[src/rtl/xsq_pkg.sv]
package xsq_pkg;

    localparam int EP_W   = 4;
    localparam int BYTE_W = 8;

    typedef struct packed {
        logic [EP_W-1:0] ep;
        logic            is_tx;
        logic            odd;
    } xsq_entry_t;

    localparam int ENTRY_W = $bits(xsq_entry_t);

    function automatic logic [BYTE_W-1:0] xsq_to_byte(input xsq_entry_t e);
        return {e.ep, e.is_tx, e.odd, 2'b00};
    endfunction

endpackage

[src/rtl/xsq_fifo.sv]
module xsq_fifo
    import xsq_pkg::*;
#(
    parameter int DEPTH = 4,
    localparam int PTR_W = (DEPTH > 1) ? $clog2(DEPTH) : 1,
    localparam int CNT_W = $clog2(DEPTH + 1)
) (
    input  logic             clk,
    input  logic             rst,
    input  logic             push_req,
    input  logic             pop_req,
    input  xsq_entry_t       din,
    output xsq_entry_t       dout,
    output logic             empty,
    output logic             drop,
    output logic [CNT_W-1:0] count
);

    xsq_entry_t       mem [DEPTH];
    logic [PTR_W-1:0] wr_ptr, rd_ptr;
    logic             full, push_go, pop_go;

    function automatic logic [PTR_W-1:0] bump(input logic [PTR_W-1:0] p);
        return (p == PTR_W'(DEPTH - 1)) ? '0 : p + 1'b1;
    endfunction

    assign empty   = (count == '0);
    assign full    = (count == CNT_W'(DEPTH));
    assign pop_go  = pop_req && !empty;
    assign push_go = push_req && (!full || pop_go);
    assign drop    = push_req && !push_go;
    assign dout    = mem[rd_ptr];

    for (genvar i = 0; i < DEPTH; i++) begin : g_slot
        always_ff @(posedge clk) begin
            if (rst)
                mem[i] <= '0;
            else if (push_go && wr_ptr == PTR_W'(i))
                mem[i] <= din;
        end
    end

    always_ff @(posedge clk) begin
        if (rst) begin
            wr_ptr <= '0;
            rd_ptr <= '0;
            count  <= '0;
        end else begin
            if (push_go) wr_ptr <= bump(wr_ptr);
            if (pop_go)  rd_ptr <= bump(rd_ptr);
            case ({push_go, pop_go})
                2'b10:   count <= count + 1'b1;
                2'b01:   count <= count - 1'b1;
                default: count <= count;
            endcase
        end
    end

endmodule

[src/rtl/xsq_sticky.sv]
module xsq_sticky (
    input  logic clk,
    input  logic rst,
    input  logic set,
    input  logic clr,
    output logic q
);

    always_ff @(posedge clk) begin
        if (rst)      q <= 1'b0;
        else if (set) q <= 1'b1;
        else if (clr) q <= 1'b0;
    end

endmodule

[src/rtl/xfer_status_queue.sv]
module xfer_status_queue
    import xsq_pkg::*;
#(
    parameter int DEPTH = 4,
    localparam int CNT_W = $clog2(DEPTH + 1)
) (
    input  logic              clk,
    input  logic              rst,
    input  logic              done_stb,
    input  logic [EP_W-1:0]   done_ep,
    input  logic              done_tx,
    input  logic              done_odd,
    input  logic              flag_clr,
    input  logic              ovf_clr,
    output logic [BYTE_W-1:0] status_byte,
    output logic              done_flag,
    output logic              overflow
);

    xsq_entry_t       new_entry, head;
    logic             q_empty, q_drop;
    logic [CNT_W-1:0] occ;

    assign new_entry = '{ep: done_ep, is_tx: done_tx, odd: done_odd};

    xsq_fifo #(.DEPTH(DEPTH)) u_fifo (
        .clk      (clk),
        .rst      (rst),
        .push_req (done_stb),
        .pop_req  (flag_clr),
        .din      (new_entry),
        .dout     (head),
        .empty    (q_empty),
        .drop     (q_drop),
        .count    (occ)
    );

    xsq_sticky u_ovf (
        .clk (clk),
        .rst (rst),
        .set (q_drop),
        .clr (ovf_clr),
        .q   (overflow)
    );

    assign done_flag   = !q_empty;
    assign status_byte = q_empty ? '0 : xsq_to_byte(head);

endmodule

[config.mk]
export PLATFORM = sky130hd
export DESIGN_NAME = xfer_status_queue
export DESIGN_NICKNAME = d
export VERILOG_FILES = /design/src/rtl/xsq_pkg.sv /design/src/rtl/xsq_fifo.sv /design/src/rtl/xsq_sticky.sv /design/src/rtl/xfer_status_queue.sv
export SDC_FILE = /design/constraint.sdc
export NUM_CORES = 1
export LEC_CHECK = 0
export BUFFER_PORTS_ARGS = -buffer_cell sky130_fd_sc_hd__buf_4
export CORE_MARGIN = 2
export CORE_UTILIZATION = 32
export CTS_CLUSTER_SIZE = 30
export DETAILED_ROUTE_END_ITERATION = 10
export GPL_ROUTABILITY_DRIVEN = 0
export SETUP_SLACK_MARGIN = 0.05
export SYNTH_ARGS = -nofsm -noshare
export SYNTH_HDL_FRONTEND = slang
export SYNTH_SLANG_ARGS = --single-unit
export TNS_END_PERCENT = 5
[constraint.sdc]
create_clock -name clk -period 4.19 [get_ports clk]
set_clock_uncertainty 0.1 [all_clocks]
set_input_delay 0.419 -clock clk [delete_from_list [all_inputs] [get_ports clk]]
set_output_delay 0.419 -clock clk [all_outputs]
set_load 0.03 [all_outputs]
* Word level (Yosys, flattened, before mapping)
Memory sizes are Yosys's and may differ from the RTL's. A register that Yosys moved wholly into a read port is not among the register bits.
Index checks and enable logic that the tools add are counted.
** Word-level totals
- Logic and storage cells :: 61
- Bits of input ports :: 11
- RAM bits :: 24
- Memories :: 1
- Flip-flop bits (word level) :: 8
** Cells by class
- Reductions and logical operators :: 15
- Muxes and demuxes :: 26
- Add/subtract/negate cells :: 4
- Equality and inequality tests :: 7
- Bitwise logic cells :: 4
** Memory list
- u_fifo.mem :: depth 4, bits a word 6, rd ports 1, clocked after memory_dff 1, wr ports 4, line xsq_fifo.sv:19 : xsq_entry_t mem [DEPTH];
** Operators with widths (count)
- $mux W6 :: 4
- $mux W1 :: 16
- $eq A2 B2 Y1 const B :: 4
- $mux W2 :: 4
- $mux W8 :: 1
- $logic_and A1 B1 Y1 :: 7
- $pmux W3 S2 :: 1
- $add A2 B1 Y2 const B :: 2
- $eq A2 B1 Y1 const B :: 2
- $or A1 B1 Y1 :: 4
- $reduce_bool A2 Y1 :: 2
- $add A3 B1 Y3 const B :: 1
- $eq A3 B3 Y1 const B :: 1
- $logic_not A1 Y1 :: 3
- $logic_not A3 Y1 :: 1
- $sub A3 B1 Y3 const B :: 1
- $logic_not A2 Y1 :: 1
- $logic_or A1 B1 Y1 :: 1

* Logic depth before layout (Yosys ltp)
- Word-level depth :: 10
- Depth in mapped cells :: 9
- Depth with buffers taken out :: 8

* Hierarchy
From an unflattened synthesis, not the netlist that was laid out.
** Second synthesis, totals
- Cells, all modules :: 147
- Area total of the unflattened synthesis :: 1752.9 um^2
** Modules (own cells, without submodules)
- xsq_fifo :: cells each 133, instances 1, sequential area each 900.9 um^2, area an instance 1654.1 um^2
- xfer_status_queue :: cells each 10, instances 1, sequential area each 0.0 um^2, area an instance 60.1 um^2
- xsq_sticky :: cells each 4, instances 1, sequential area each 20.0 um^2, area an instance 38.8 um^2

* Worst setup path after synthesis
OpenSTA, ideal clock, no wires.
- Path type :: input to register
- From :: in flag_clr
- To :: reg u_fifo.count[2]
- Path buffers :: 1
- Data required time :: 4020 ps
- Library setup time :: 70 ps
- Path slack :: 1732 ps
- Arrival :: 2288 ps
- Stages :: 9
- Path through :: or4b_1 > buf_2 > nand2_1 > ha_1 > inv_1 > fa_1 > xor2_1 > or3_1 > a21oi_1
** On the way
- Word-level cells in the longest chain between the ends :: 5
- Elaborated cells on any way between the ends :: 7
- Classes of those cells :: eq/ne: 2; mux: 1; reduce/logical: 4
** Ends and longest elaborated chain
- start, declared :: line xfer_status_queue.sv:13 : input logic flag_clr,
- $logic_and A1 B1 Y1 (*) :: line xsq_fifo.sv:29 : assign pop_go = pop_req && !empty;
- $logic_or A1 B1 Y1 :: line xsq_fifo.sv:30 : assign push_go = push_req && (!full || pop_go);
- $logic_and A1 B1 Y1 :: line xsq_fifo.sv:30
- $eq A2 B1 Y1 / $eq A2 B2 Y1 (equally long branches) :: line xsq_fifo.sv:51 : case ({push_go, pop_go})
- $pmux W3 S2 / $reduce_bool A2 Y1 (equally long branches)
- end signal, assigned :: line xsq_fifo.sv:52 : 2'b10: count <= count + 1'b1;
- end signal, assigned :: line xsq_fifo.sv:53 : 2'b01: count <= count - 1'b1;
- end signal, assigned :: line xsq_fifo.sv:54 : default: count <= count;
- end, declared :: line xsq_fifo.sv:16 : output logic [CNT_W-1:0] count
Mark *: on every way between the ends. The rest lies on a longest branch, timed or not.
A chain may end at the register's enable or synchronous reset.

* Worst setup path in the final report
- From :: reg u_fifo.count[1]
- To :: reg u_fifo.count[2]
** On the way
- Word-level cells in the longest chain between the ends :: 7
- Elaborated cells on any way between the ends :: 13
- Classes of those cells :: add/sub: 2; eq/ne: 3; mux: 1; reduce/logical: 7
** Ends and longest elaborated chain
- $logic_not A3 Y1 :: line xsq_fifo.sv:27 : assign empty = (count == '0);
- $logic_not A1 Y1 :: line xsq_fifo.sv:29
- $logic_and A1 B1 Y1 :: line xsq_fifo.sv:29
- $logic_or A1 B1 Y1 :: line xsq_fifo.sv:30
- $logic_and A1 B1 Y1 :: line xsq_fifo.sv:30
- $eq A2 B1 Y1 / $eq A2 B2 Y1 (equally long branches) :: line xsq_fifo.sv:51
- $pmux W3 S2 / $reduce_bool A2 Y1 (equally long branches)
Several ways; a longest one is shown, not always the timed one.

==> impl_results.md <==
* Post-synthesis async set-or-reset flop share at 0
* Routed via count at 987
* Top-count cell post-synth: nor2_1
* Vias/cell at 4.47
* Die area at 5560 um^2
* Post-synthesis cell count at 134
* Vias in the first global route at 997
* P_leak at 0.728 nW
* Initial core utilization at 0.335
* Worst VDD drop at 0.226 mV
* Critical path data required time at 4.30 ns
* Nets at 171
* Fmax achieved at 0.385 GHz
* Max_cap viols at 0
* Post-synthesis sequential area ratio at 0.578
* Clock tree buffer depth at 2
* Register bit total from synthesis at 34
* Slew @ Worst Pin at 0.787 ns
* Top cells by area, synth: edfxtp_1, dfxtp_1, mux4_2, nor2_1, ha_1
* Core area at 4750 um^2
* DRT Wirelength at 2.75 mm
* Crit Path Max Fanout at 9
* Die height at 74.6 um
* Remaining antenna violation count at 0
* CTS tree: done
* Layout area overhead at 17.4%
* Pin count of the biggest net entering global routing at 20
* Worst slew margin at 0.471
* Final core utilization at 0.394
* Cell taking the most area after synthesis: edfxtp_1
* First-pass GRT wire length at 4.66 mm
* Sum Neg Setup Slack at 0 ns
* Finished Layout Cells at 221
* Final HPWL DP at 2.23 mm
* Die Wd at 74.6 um
* Post-CTS sizing at 0
* Synth top cells by count: nor2_1, edfxtp_1, dfxtp_1, nand2b_1, inv_1
* Area fraction of the dominant cell type after synthesis at 0.452
* Number of setup buffers added after CTS at 0
* Post-route setup slack at 1.59 ns
* Avg WL per Cell at 12.4 um
* Dominant synthesized flop cell: edfxtp_1
* CP Launch Type: flip-flop
* Slew Viols, Final at 0
* Hold-fix buffers at CTS at 0
* # port buffers at 18
* GRT Total Usage at 0.116
* CTS H-tree depth at 2
* GRT overflow at 0
* Tcrit/Tclk final at 0.620
* Place WS at 1.46 ns
* Netlist cell types at 27
* Fill count at 488
* Root buffer cell: clkbuf_8
* Placed cells at 213
* Inserted Clock Buffers at 5
* RSZ-0062 raised after global routing: no
* Setup violators final at 0
* Post-layout min period at 2.60 ns
* Placed standard-cell area at 1780 um^2
* Clock transition at the registers of the reported paths at 0.06 ns
* Mean Syn Cell Area at 11.9 um^2
* Status: completed
* Ys Warns at 0
* # rows at 25
* Arrival time at the worst endpoint at 2.71 ns
* Crit end category: flip-flop
* Design area at 1870 um^2
* First DRT Iteration DRCs at 38
* Clk sinks at 34
* Synthesized area at 1590 um^2
* Post-synth EDFFs at 24
* IO Pins at 21
* Fin. Hold Viols at 0
* Worst Hold Class: input pin to flip-flop
* Antenna Cells at 0
* Initial antenna violation count at 0
* Detailed-route DRC error count at 0
* Worst skew pair latency at 0.28 ns
* Critical path type: flip-flop to flip-flop
* Pwr Density at 532 nW/um^2
* Share of cells above drive strength 1 at 0.208
* Drt pass-1 iters at 4
worst max-delay path, cell delays in order, from the launching register on:
cell and delay [ns]:
dfxtp_1 0.34, or4b_1 0.70, nand2_1 0.17, ha_1 0.19, inv_1 0.06, fa_1 0.37, xor2_1 0.15, or3_1 0.31
a21oi_1 0.14
flip-flops by register name (all words and copies together) (netlist names), named ones only:
signal	cells
u_fifo.mem	24
u_fifo.rd_ptr	2
u_ovf.q	1
u_fifo.count	3
u_fifo.wr_ptr	2
layer usage:
layer | wire (um) | vias to the layer above | GRT usage | part of all wire
met2 | 1430 | 25 | 0.200 | 0.52
met4 | 44 | 0 | 0.0536 | 0.016
met5 | 0 | - | 0 | 0
li1 | - | 495 | - | -
met1 | 1140 | 463 | 0.131 | 0.41
met3 | 138 | 4 | 0.0366 | 0.050
layout make-up:
class | count | area [um^2] | share of cell area
clock inverters | 1 | 5.00 | 0.00267
multi-input cells | 85 | 607 | 0.324
clock buffers | 7 | 86.3 | 0.0461
well taps | 67 | 83.8 | 0.0448
inverters | 9 | 33.8 | 0.0180
repair buffers | 18 | 135 | 0.0722
flip-flops and latches | 34 | 921 | 0.492
final timing paths:
check	start	end	slack (ns)	cells past startpoint
worst max-delay path	u_fifo.count[1]	u_fifo.count[2]	1.59	8
worst min-delay path	rst	u_fifo.count[2]	0.33	2
worst max register to register	u_fifo.count[1]	u_fifo.count[2]	1.59	8
worst min register to register	u_fifo.rd_ptr[0]	u_fifo.rd_ptr[0]	0.44	2
kinds of logic after synthesis:
family,synth area share
mux,0.0911
fa+ha+maj,0.0597
xor+xnor,0.0110
other cells,0.00235
simple gates,0.174
flops,0.578
buf+inv,0.0440
compound gates,0.0400
layout by cell type (no fill, tap or decap), types with 2 or more instances in the layout:
cell type / instances
or3_1: 3
nor2b_1: 7
inv_1: 9
xor2_1: 2
nand2b_1: 10
buf_4: 18
clkbuf_8: 6
conb_1: 2
a21oi_1: 4
nand2_1: 2
mux4_2: 6
ha_1: 6
nand3_1: 5
dfxtp_1: 10
nor2_1: 28
edfxtp_1: 24
stage by stage:
stage | hold WS (ns) | power [W]
after floorplan | 0.363 | 0.000673
after global placement | 0.372 | 0.000752
after detailed placement | 0.430 | 0.000770
after CTS | 0.327 | 0.00101
after global routing | 0.342 | 0.00106
final | 0.331 | 0.000995
power by group:
group          internal (W)  switching, W
combinational      0.000133      0.000180
sequential         0.000406     0.0000387
clock              0.000132      0.000105
total              0.000671      0.000324
Note: power is estimated with default switching activity, not from simulation.
